[src/rtl/svc_pin_pkg.sv]
package svc_pin_pkg;

    // Configuration code values on cfg_state_i.
    localparam logic [1:0] CFG_READY  = 2'b00;
    localparam logic [1:0] CFG_NOADDR = 2'b01;
    localparam logic [1:0] CFG_NOAPP  = 2'b10;
    localparam logic [1:0] CFG_BAD    = 2'b11;

    typedef enum logic [1:0] {
        LED_OFF    = 2'd0,
        LED_BLINK  = 2'd1,
        LED_DIM    = 2'd2,
        LED_STEADY = 2'd3
    } led_mode_e;

    typedef enum logic {
        REQ_IDLE = 1'b0,
        REQ_PEND = 1'b1
    } req_state_e;

endpackage

[src/rtl/svc_led_gen.sv]
module svc_led_gen
    import svc_pin_pkg::*;
#(
    parameter int unsigned BLINK_HALF = 10_000_000,
    parameter int unsigned DIM_HALF   = 65
) (
    input  logic       clk_i,
    input  logic       rst_i,
    input  logic [1:0] cfg_i,
    output logic       led_o
);
    localparam int unsigned MAX_HALF = (BLINK_HALF > DIM_HALF) ? BLINK_HALF : DIM_HALF;
    localparam int unsigned CW       = (MAX_HALF > 1) ? $clog2(MAX_HALF) : 1;
    localparam logic [CW-1:0] BLINK_LAST = CW'(BLINK_HALF - 1);
    localparam logic [CW-1:0] DIM_LAST   = CW'(DIM_HALF - 1);

    led_mode_e     mode_q, mode_d;
    logic [CW-1:0] cnt_q;
    logic [CW-1:0] last_cnt;
    logic          phase_q;

    // Next mode from the configuration code.
    always_comb begin
        unique case (cfg_i)
            CFG_READY:  mode_d = LED_OFF;
            CFG_NOADDR: mode_d = LED_BLINK;
            CFG_NOAPP:  mode_d = LED_DIM;
            default:    mode_d = LED_STEADY;
        endcase
    end

    assign last_cnt = (mode_q == LED_DIM) ? DIM_LAST : BLINK_LAST;

    // State register with the half-period divider.
    always_ff @(posedge clk_i) begin
        if (rst_i) begin
            mode_q  <= LED_OFF;
            cnt_q   <= '0;
            phase_q <= 1'b1;
        end else begin
            mode_q <= mode_d;
            if (mode_d != mode_q) begin
                cnt_q   <= '0;
                phase_q <= 1'b1;
            end else if (mode_q == LED_BLINK || mode_q == LED_DIM) begin
                if (cnt_q == last_cnt) begin
                    cnt_q   <= '0;
                    phase_q <= ~phase_q;
                end else begin
                    cnt_q <= cnt_q + 1'b1;
                end
            end
        end
    end

    // Output decode.
    always_comb begin
        unique case (mode_q)
            LED_OFF:    led_o = 1'b0;
            LED_BLINK:  led_o = phase_q;
            LED_DIM:    led_o = phase_q;
            LED_STEADY: led_o = 1'b1;
        endcase
    end

endmodule

[src/rtl/svc_btn_filter.sv]
module svc_btn_filter #(
    parameter int unsigned DEB_CYCLES = 200_000
) (
    input  logic clk_i,
    input  logic rst_i,
    input  logic btn_n_i,
    output logic press_o
);
    localparam int unsigned DW = (DEB_CYCLES > 1) ? $clog2(DEB_CYCLES) : 1;
    localparam logic [DW-1:0] DEB_LAST = DW'(DEB_CYCLES - 1);

    logic          meta_q, sync_q, filt_q;
    logic [DW-1:0] cnt_q;
    logic          settle;

    assign settle  = (sync_q != filt_q) && (cnt_q == DEB_LAST);
    assign press_o = settle && filt_q;

    always_ff @(posedge clk_i) begin
        if (rst_i) begin
            meta_q <= 1'b1;
            sync_q <= 1'b1;
            filt_q <= 1'b1;
            cnt_q  <= '0;
        end else begin
            meta_q <= btn_n_i;
            sync_q <= meta_q;
            if (sync_q == filt_q) begin
                cnt_q <= '0;
            end else if (settle) begin
                cnt_q  <= '0;
                filt_q <= sync_q;
            end else begin
                cnt_q <= cnt_q + 1'b1;
            end
        end
    end

endmodule

[src/rtl/svc_req_fsm.sv]
module svc_req_fsm
    import svc_pin_pkg::*;
#(
    parameter int unsigned      ID_W    = 48,
    parameter logic [ID_W-1:0]  NODE_ID = '0
) (
    input  logic            clk_i,
    input  logic            rst_i,
    input  logic            press_i,
    input  logic            tx_ready_i,
    output logic            req_o,
    output logic [ID_W-1:0] id_o
);
    req_state_e state_q, state_d;

    always_comb begin
        state_d = state_q;
        unique case (state_q)
            REQ_IDLE: if (press_i)    state_d = REQ_PEND;
            REQ_PEND: if (tx_ready_i) state_d = REQ_IDLE;
        endcase
    end

    always_ff @(posedge clk_i) begin
        if (rst_i) state_q <= REQ_IDLE;
        else       state_q <= state_d;
    end

    always_comb begin
        unique case (state_q)
            REQ_IDLE: begin
                req_o = 1'b0;
                id_o  = '0;
            end
            REQ_PEND: begin
                req_o = 1'b1;
                id_o  = NODE_ID;
            end
        endcase
    end

endmodule

[src/rtl/svc_pin_ctrl.sv]
module svc_pin_ctrl #(
    parameter int unsigned     CLK_HZ        = 10_000_000,
    parameter int unsigned     DIM_HZ        = 76_000,
    parameter int unsigned     BLINK_MILLIHZ = 500,
    parameter int unsigned     DEB_CYCLES    = 200_000,
    parameter int unsigned     ID_W          = 48,
    parameter logic [ID_W-1:0] NODE_ID       = 48'h5A3C_9E01_D4B7
) (
    input  logic            clk_i,
    input  logic            rst_i,
    input  logic [1:0]      cfg_state_i,
    input  logic            svc_n_i,
    input  logic            tx_ready_i,
    output logic            led_o,
    output logic            svc_req_o,
    output logic [ID_W-1:0] node_id_o
);
    localparam longint unsigned BLINK_HALF_L =
        (longint'(CLK_HZ) * 1000) / (2 * longint'(BLINK_MILLIHZ));
    localparam int unsigned BLINK_HALF = int'(BLINK_HALF_L);
    localparam int unsigned DIM_HALF   = CLK_HZ / (2 * DIM_HZ);

    logic press;

    svc_led_gen #(
        .BLINK_HALF(BLINK_HALF),
        .DIM_HALF  (DIM_HALF)
    ) u_led (
        .clk_i(clk_i),
        .rst_i(rst_i),
        .cfg_i(cfg_state_i),
        .led_o(led_o)
    );

    svc_btn_filter #(
        .DEB_CYCLES(DEB_CYCLES)
    ) u_btn (
        .clk_i  (clk_i),
        .rst_i  (rst_i),
        .btn_n_i(svc_n_i),
        .press_o(press)
    );

    svc_req_fsm #(
        .ID_W   (ID_W),
        .NODE_ID(NODE_ID)
    ) u_req (
        .clk_i     (clk_i),
        .rst_i     (rst_i),
        .press_i   (press),
        .tx_ready_i(tx_ready_i),
        .req_o     (svc_req_o),
        .id_o      (node_id_o)
    );

endmodule

[config.mk]
export PLATFORM = sky130hd
export DESIGN_NAME = svc_pin_ctrl
export DESIGN_NICKNAME = d
export VERILOG_FILES = /design/src/rtl/svc_pin_pkg.sv /design/src/rtl/svc_led_gen.sv /design/src/rtl/svc_btn_filter.sv /design/src/rtl/svc_req_fsm.sv /design/src/rtl/svc_pin_ctrl.sv
export SDC_FILE = /design/constraint.sdc
export NUM_CORES = 1
export LEC_CHECK = 0
export ABC_CLOCK_PERIOD_IN_PS = 3600
export BUFFER_PORTS_ARGS = -buffer_cell sky130_fd_sc_hd__buf_2
export CORE_UTILIZATION = 40
export CTS_BUF_LIST = sky130_fd_sc_hd__clkbuf_4 sky130_fd_sc_hd__clkbuf_8
export CTS_CLUSTER_DIAMETER = 120
export DETAILED_ROUTE_END_ITERATION = 10
export PLACE_DENSITY = 0.65
export SYNTH_ARGS = -nofsm -noshare
export SYNTH_HDL_FRONTEND = slang
export SYNTH_SLANG_ARGS = --single-unit
[constraint.sdc]
create_clock -name clk_i -period 3.6 [get_ports clk_i]
set_input_delay 0.18 -clock clk_i [delete_from_list [all_inputs] [get_ports clk_i]]
set_output_delay 0.18 -clock clk_i [all_outputs]
set_load 0.05 [all_outputs]
== Word-level counts from Yosys, hierarchy flattened ==
Index checks and enable logic that the tools add are counted.

* Bits in registers: 49
* Bits of input ports: 6
* Output and inout bits: 50
* Logic and storage cells: 42

* Add/subtract/negate cells: 2
* Eq/ne operators: 10
* Mux-type cells: 9
* Bitwise logic cells: 3
* Reduce and logical (&&, ||, !) cells: 10

{| class="wikitable"
|+ Operators by type and width
! operator !! count
|-
| 48-bit case mux with 2 select lines || 1
|-
| 24-bit two-way mux || 2
|-
| 24-bit by 1-bit adder with 24-bit output, second input constant || 1
|-
| 24-bit equality test || 1
|-
| 18-bit by 1-bit adder with 18-bit output, second input constant || 1
|-
| 18-bit equality test, second input constant || 1
|-
| 2-bit equality test, second input constant || 3
|-
| 2-bit case mux with 3 select lines || 1
|-
| 2-bit by 1-bit equality test with 1-bit output, second input constant || 2
|-
| 2-bit logical NOT || 2
|-
| 1-bit case mux with 2 select lines || 2
|-
| 2-bit AND reduction || 2
|-
| 2-bit OR reduction || 2
|-
| 1-bit inverter || 3
|-
| 1-bit case mux with 3 select lines || 1
|-
| 3-bit OR reduction || 1
|-
| 1-bit logical AND || 2
|-
| 1-bit two-way mux || 2
|-
| 2-bit inequality test || 1
|-
| 1-bit equality test || 1
|-
| 1-bit logical OR || 1
|-
| 1-bit inequality test || 1
|}

== Logic depth before layout (Yosys ltp) ==
Gate-level depths: netlist of the first run.

* Word-level depth: 5
* Mapped depth: 8
* Depth with buffers taken out: 6

== Modules after synthesis ==
A second synthesis of the first run with hierarchy kept.

* Cell total of the unflattened synthesis: 327
* Area, all modules: 2910.3 µm²

{| class="wikitable"
|+ By module, submodules not included
! module !! instances !! cells each !! area each (µm²) !! seq. area each (µm²)
|-
| svc_led_gen || 1 || 163 || 1485.2 || 540.5
|-
| svc_btn_filter || 1 || 111 || 1012.2 || 420.4
|-
| svc_req_fsm || 1 || 53 || 412.9 || 20.0
|}

== Worst setup path after synthesis of the first run ==
Ideal clock, no wire load.

* Kind: register to register
* From: reg u_led.mode_q[0]
* To: reg u_led.cnt_q[23]
* Library setup time: 79 ps
* Data arrival time: 2045 ps
* Required time: 3521 ps
* Slack: 1476 ps
* Cell stages (with the launch flop): 9
* Path buffers: 2
* Clock period less this slack: 2124 ps
* Cells stage by stage: dfxtp_1 > inv_1 > ha_1 > buf_2 > nand3_1 > or3_1 > buf_2 > or4_4 > a211oi_2

* Longest elaborated chain between the ends: 4
* Elaborated cells between the ends (all ways): 8
* Those cells by class: eq/ne: 4; mux: 2; reduce/logical: 2

{| class="wikitable"
|+ Ends and longest elaborated chain
! element !! RTL line !! RTL
|-
| start, declared || svc_led_gen.sv:17 || <nowiki>led_mode_e mode_q, mode_d;</nowiki>
|-
| start signal, assigned || svc_led_gen.sv:41 || <nowiki>mode_q <= mode_d;</nowiki>
|-
| 2-bit equality test || svc_led_gen.sv:32, svc_led_gen.sv:45 ||
|-
| 24-bit two-way mux || svc_led_gen.sv:32 || <nowiki>assign last_cnt = (mode_q == LED_DIM) ? DIM_LAST : BLINK_LAST;</nowiki>
|-
| 24-bit equality test || svc_led_gen.sv:46 || <nowiki>if (cnt_q == last_cnt) begin</nowiki>
|-
| 24-bit two-way mux || svc_led_gen.sv:46 ||
|-
| end signal, assigned || svc_led_gen.sv:50 || <nowiki>cnt_q <= cnt_q + 1'b1;</nowiki>
|-
| end, declared || svc_led_gen.sv:18 || <nowiki>logic [CW-1:0] cnt_q;</nowiki>
|}

Several ways; a longest one is shown, not always the timed one.
A chain may end at the register's enable or synchronous reset.

== Final worst setup path of the first run ==
* From: reg u_led.mode_q[0]
* To: reg u_led.cnt_q[21]

Same word-level chain as after synthesis.

==> impl_metrics.env, run 1 <==
export IMPL_fin_crit_sh_pct=68.1
export IMPL_post_cts_buffers=0
export IMPL_async_flop_share_pct=0
export IMPL_drtAntennaViolNets=0
export IMPL_place_area_sq_um=2790
export IMPL_synth_common_cells="52 x buf_4, 49 x dfxtp_1, 20 x nor3_1"
export IMPL_maxCapViolations=0
export IMPL_holdPathStages=2
export IMPL_final_area_sq_um=2880
export IMPL_grt_usage_pct=14.1
export IMPL_fmax_mhz=408
export IMPL_synth_avg_cell_area_sq_um=8.74
export IMPL_synth_area_top_cells="dfxtp_1 34%, buf_4 14%, xor2_1 5.2%"
export IMPL_dp_hpwl_mm=3.60
export IMPL_min_path_type="input port to flip-flop"
export IMPL_tightest_slew_ns=0.867
export IMPL_cp_cell_sequence="inv_1 -> ha_1 -> nand3_1 -> or3_1 -> or4_1 -> a211oi_1"
export IMPL_io_pins=56
export IMPL_setup_viol=0
export IMPL_r2r_worst_path_cells=6
export IMPL_fp_row_count=30
export IMPL_via_count=2111
export IMPL_start_util_pct=41.7
export IMPL_post_place_cells=416
export IMPL_crit_buf_inv=1
export IMPL_slowest_stage="or4_1"
export IMPL_max_stage_delay_ns=0.51
export IMPL_htreeDepth=2
export IMPL_yosys_register_bits=49
export IMPL_cts_sinks=49
export IMPL_finalCriticalPeriod_ns=2.45
export IMPL_synth_enable_flop_cells=0
export IMPL_path_delay_family="simple AND/OR/NAND/NOR gates"
export IMPL_vias_per_cell=4.98
export IMPL_syn_inst=328
export IMPL_fp_dieW_microns=86.7
export IMPL_worstSetupPathType="flip-flop to flip-flop"
export IMPL_wirelength_mm=5.02
export IMPL_yosysWarnings=0
export IMPL_clockBufferDepth=2
export IMPL_critPathLaunchType="flip-flop"
export IMPL_finalSetupTns_ns=0
export IMPL_synth_ff_type="dfxtp_1"
export IMPL_timing_rr_start="u_led.mode_q[0]"
export IMPL_powerDensity_nw_per_um2=337
export IMPL_die_h_microns=86.7
export IMPL_ys_seq_area_share_pct=34.2
export IMPL_drt_initial_drc_count=92
export IMPL_clkTransAtPathRegs_ns=0.09
export IMPL_synth_top_area_share_pct=34.2
export IMPL_ctsResizeCount=0
export IMPL_ctsHoldBuffers=0
export IMPL_n_antenna_cell=0
export IMPL_worst_ir_drop_vdd_v=0.000134
export IMPL_core_area_sq_um=6870
export IMPL_syn_to_final_growth_pct=0.567
export IMPL_cp_data_arrival_time_ns=2.68
export IMPL_ys_types=49
export IMPL_tritoncts="built"
export IMPL_cts_root_buffer="clkbuf_8"
export IMPL_gp_congestion=0.814
export IMPL_wire_per_inst_microns=11.8
export IMPL_first_global_vias=1872
export IMPL_portBuffers=31
export IMPL_setup_worst_path_end_class="flip-flop"
export IMPL_finalNetCount=338
export IMPL_fin_cells=424
export IMPL_antenna_found_initial=0
export IMPL_dieArea_sq_um=7510
export IMPL_cts_buffers=5
export IMPL_timing_rr_end="u_led.cnt_q[21]"
export IMPL_grt_max_degree=28
export IMPL_skew_ns=0.00859
export IMPL_grt_overflow=0
export IMPL_grt_pass1_wl_mm=8.54
export IMPL_synth_most_common_cell="buf_4"
export IMPL_p_leak_nw=1.02
export IMPL_status="completed"
export IMPL_required_ns=3.83
export IMPL_r2r_slack_ns=1.15
export IMPL_rsz0062_at_grt="no"
export IMPL_min_delay_start="svc_n_i"
export IMPL_drt_first_pass_iters=4
export IMPL_hold_violations=0
export IMPL_totalPowerFinal_uw=972
export IMPL_drive_gt1_share_pct=15.9
export IMPL_fin_util_pct=42.0
export IMPL_yosysTopAreaCell="dfxtp_1"
export IMPL_drc=0
export IMPL_min_to="u_btn.meta_q"
export IMPL_slew_violations=0
export IMPL_cp_max_fo=12
export IMPL_synthesis_area_sq_um=2870
export IMPL_clk_latency_ns=0.31
export IMPL_slew_limit_headroom_pct=42.2
==> worst max-delay path by stage <==
stage,startpoint,endpoint,depth (start not counted)
2_1_floorplan,u_led.mode_q[0],u_led.cnt_q[23],8
3_3_place_gp,u_led.mode_q[1],u_led.cnt_q[21],6
3_5_place_dp,u_led.mode_q[1],u_led.cnt_q[21],6
4_1_cts,u_led.mode_q[1],u_led.cnt_q[21],6
5_1_grt,u_led.mode_q[0],u_led.cnt_q[21],6
6_report,u_led.mode_q[0],u_led.cnt_q[21],6
==> final cells by class <==
class                      instances  area (sq um)
clock buffer                       6          76.3
clock inverter                     2          15.0
fill                             691          3990
inverter                           9          33.8
multi-input combinational        228          1480
sequential                        49           981
tap                               96           120
timing repair buffer              34           178
==> registers in the layout, summed over array words and instances, names as in the netlist <==
signal,flops
u_btn.sync_q,1
u_req.state_q,1
u_led.phase_q,1
u_btn.meta_q,1
u_btn.filt_q,1
u_btn.cnt_q,18
u_led.mode_q,2
u_led.cnt_q,24
==> routing by layer <==
layer / global-route usage (%) / share of wire (%) / vias up
met5: 0 / 0 / -
met2: 23.2 / 45 / 48
met1: 18.7 / 50 / 964
li1: - / - / 1092
met3: 1.71 / 3.2 / 7
met4: 5.45 / 1.7 / 0
==> stage by stage <==
step | hold slack [ns] | setup slack (ns)
final | 0.0500 | 1.15
after global routing | 0.0475 | 0.961
after CTS | 0.0452 | 1.13
after detailed placement | 0.379 | 1.15
after global placement | 0.376 | 1.23
after floorplan | 0.249 | 1.48
==> placed cells by master (no fill, tap or decap), types with 6 or more instances in the layout <==
cell      netlist  routed
o31ai_1         6       6
a211oi_1        8       8
or4_1           6       6
conb_1          1      24
dfxtp_1        49      49
nand2_1        13      13
xnor2_1        11      11
nand3_1        10      10
or3_1          10      10
buf_2           3      31
nand4_1        14      14
a21oi_1         7       7
xor2_1         17      17
o21ai_0         7       7
inv_1           9       9
nor4_1          9       9
nor3_1         20      20
nor2_1         19      19
==> power by group <==
part / switching (mW) / leakage [nW] / internal, mW
Combinational: 0.0769 / 0.581 / 0.0127
Clock: 0.190 / 0.0408 / 0.145
Sequential: 0.00322 / 0.396 / 0.545
==> cell families after synthesis <==
| family | Yosys count | synth area share (%) |
|---|---|---|
| simple gates | 131 | 27.3 |
| buf+inv | 74 | 17.2 |
| flops | 49 | 34.2 |
| compound gates | 38 | 9.69 |
| xor+xnor | 28 | 8.56 |
| fa+ha+maj | 5 | 2.18 |
| mux | 2 | 0.698 |
| other cells | 1 | 0.131 |
(Power assumes the default switching activity.)
==> run 2: changes to the inputs <==
ABC_AREA = 1   (was unset)
ABC_CLOCK_PERIOD_IN_PS = 2300   (was 3600)
PLACE_DENSITY = 0.64   (was 0.65)
clock period = 2.3 ns   (was 3.6 ns; I/O delays follow)
==> run 2 against run 1 <==
First-iteration DRC count up 24%. Synthesized area rose by 8.1%. Via count increased by 26%. Routed wire length up 25%. Sequential cell count did not move.
==> impl_metrics.env, run 2 <==
export IMPL_cts_sinks=49
export IMPL_ys_types=36
export IMPL_top_register="u_led.cnt_q"
export IMPL_status="completed"
export IMPL_ys_seq_area_share_pct=31.7
export IMPL_async_flop_share_pct=0
export IMPL_timing_rr_end="u_led.cnt_q[4]"
export IMPL_grt_pass1_wl_mm=10.9
export IMPL_drt_initial_drc_count=114
export IMPL_maxCapViolations=0
export IMPL_synth_common_cells="90 x nand2_1, 78 x nor2_1, 51 x inv_1"
export IMPL_syn_inst=459
export IMPL_htreeDepth=2
export IMPL_portBuffers=31
export IMPL_die_h_microns=90.0
export IMPL_start_util_pct=42.1
export IMPL_mostFrequentLayoutCell="nand2_1"
export IMPL_worst_ir_drop_vdd_v=0.000215
export IMPL_hold_slack_ns=0.00853
export IMPL_timing_rr_start="u_led.mode_q[1]"
export IMPL_wire_per_inst_microns=11.0
export IMPL_drt_first_pass_iters=4
export IMPL_clkTransAtPathRegs_ns=0.10
export IMPL_required_ns=2.18
export IMPL_rsz0062_at_grt="no"
export IMPL_synth_avg_cell_area_sq_um=6.75
export IMPL_antenna_found_initial=0
export IMPL_finalNetCount=480
export IMPL_min_to="u_led.mode_q[1]"
export IMPL_tritoncts="built"
export IMPL_drtAntennaViolNets=0
export IMPL_fp_dieW_microns=90.0
export IMPL_gr_max_usage_layer="met2"
export IMPL_synth_top_area_share_pct=31.7
export IMPL_syn_to_final_growth_pct=2.87
export IMPL_holdPathStages=2
export IMPL_finalCriticalPeriod_ns=1.92
export IMPL_dieArea_sq_um=8100
export IMPL_slew_limit_headroom_pct=62.0
export IMPL_vias_per_cell=4.69
export IMPL_yosysTopAreaCell="dfxtp_1"
export IMPL_final_cell_mix="90 x nand2_1, 78 x nor2_1, 51 x inv_1, 49 x dfxtp_1, 35 x nand3_1"
export IMPL_min_delay_start="rst_i"
export IMPL_top_regs="u_led.cnt_q (24), u_btn.cnt_q (18), u_led.mode_q (2)"
export IMPL_synth_most_common_cell="nand2_1"
export IMPL_yosys_register_bits=49
export IMPL_via_count=2667
export IMPL_cp_data_arrival_time_ns=1.80
export IMPL_slew_violations=0
export IMPL_first_global_vias=2536
export IMPL_p_leak_nw=1.31
export IMPL_met3_usage_pct=3.05
export IMPL_grt_max_degree=28
export IMPL_clockBufferDepth=2
export IMPL_hold_violations=0
export IMPL_powerDensity_nw_per_um2=489
export IMPL_cts_root_buffer="clkbuf_8"
export IMPL_cts_buffers=5
export IMPL_worstSetupPathType="flip-flop to primary output"
export IMPL_synth_enable_flop_cells=0
export IMPL_min_path_type="input port to flip-flop"
export IMPL_ctsHoldBuffers=1
export IMPL_grt_usage_pct=16.1
export IMPL_fmax_mhz=522
export IMPL_wirelength_mm=6.27
export IMPL_fin_crit_sh_pct=83.3
export IMPL_gp_congestion=0.906
export IMPL_synth_ff_type="dfxtp_1"
export IMPL_ctsResizeCount=0
export IMPL_grt_use_met1_pct=19.2
export IMPL_drc=0
export IMPL_clk_latency_ns=0.31
export IMPL_drive_gt1_share_pct=14.3
export IMPL_skew_ns=0.0114
export IMPL_finalSetupTns_ns=0
export IMPL_setup_viol=0
export IMPL_largest_reg_flops=24
export IMPL_dp_hpwl_mm=4.87
export IMPL_cp_max_fo=13
export IMPL_grt_overflow=0
export IMPL_core_area_sq_um=7370
export IMPL_fp_row_count=31
export IMPL_post_cts_buffers=0
export IMPL_tightest_slew_ns=0.570
export IMPL_synthesis_area_sq_um=3100
export IMPL_setup_worst_path_end_class="primary output"
export IMPL_io_pins=56
export IMPL_n_antenna_cell=0
export IMPL_r2r_worst_path_cells=11
export IMPL_synth_area_top_cells="dfxtp_1 32%, buf_4 12%, nand2_1 11%"
export IMPL_critPathLaunchType="flip-flop"
export IMPL_r2r_slack_ns=0.45
export IMPL_use_met2_pct=27.7
export IMPL_yosysWarnings=0
-- run 2: cell types whose count changed in the layout (fill, tap and decap cells not counted), sizes merged, moves of 8 or more --
cell,delta
a211oi,-8
nor2,+69
xnor2,-8
nand3,+28
or3,-10
or4,-8
nor4,-9
nand2,+81
inv,+44
-- run 2: how the worst max path moves through the flow --
stage,from,end
global route,u_led.mode_q[1],u_led.cnt_q[10]
detailed placement,u_led.mode_q[1],u_led.cnt_q[4]
global placement,u_led.mode_q[1],u_led.cnt_q[23]
CTS,u_led.mode_q[0],led_o
finish,u_led.mode_q[1],led_o
floorplan,u_led.mode_q[1],led_o
-- run 2: logic make-up (layout without fill, tap and decap cells) --
logic type | after synthesis | after routing | synth area share [%]
XOR/XNOR | 13 | 13 | 3.67
buffers and inverters | 106 | 94 | 19.1
other | 1 | 24 | 0.121
AND/OR/NAND/NOR | 252 | 252 | 37.3
flip-flops | 49 | 49 | 31.7
multiplexers | 1 | 1 | 0.323
adder cells (fa/ha/maj) | 5 | 5 | 2.02
AO/OA/AOI/OAI | 32 | 32 | 5.77
-- run 2: through the flow --
| step | cells | instance area [sq um] | worst slack [ns] | util, % | power [mW] |
|---|---|---|---|---|---|
| floorplan | 482 | 3190 | 0.322 | - | 1.05 |
| global placement | 560 | 3080 | 0.549 | 41.8 | 1.04 |
| detailed placement | 560 | 3080 | 0.483 | 41.8 | 1.04 |
| CTS | 569 | 3190 | 0.372 | 43.3 | 1.58 |
| global route | 569 | 3190 | 0.280 | 43.3 | 1.62 |
| finish | 569 | 3190 | 0.384 | 43.3 | 1.56 |
-- run 2: area by class of cell --
cell class	instances	area [sq um]
Clock buffer	5	68.8
Clock inverter	3	26.3
Fill cell	793	4180
Inverter	52	195
Multi-Input combinational cell	327	1610
Sequential cell	49	981
Tap cell	99	124
Timing Repair Buffer	34	180
-- run 2: routing by layer --
metal,vias to the layer above,share of wire (%)
met5,-,0
met1,1199,46
met2,56,48
met3,16,3.7
met4,0,2.5
li1,1396,-
-- run 2: power by group --
| group | internal [mW] | total [mW] | switching [mW] |
|---|---|---|---|
| Sequential | 0.853 | 0.857 | 0.00401 |
| Combinational | 0.0266 | 0.163 | 0.137 |
| Clock | 0.222 | 0.540 | 0.318 |
-- run 2: critical path, cell delays in order, from the launching register on --
cell and delay, ns:
dfxtp_1 0.40, inv_1 0.06, ha_1 0.37, buf_4 0.23
a21oi_1 0.08, nor2_1 0.08, buf_2 0.27
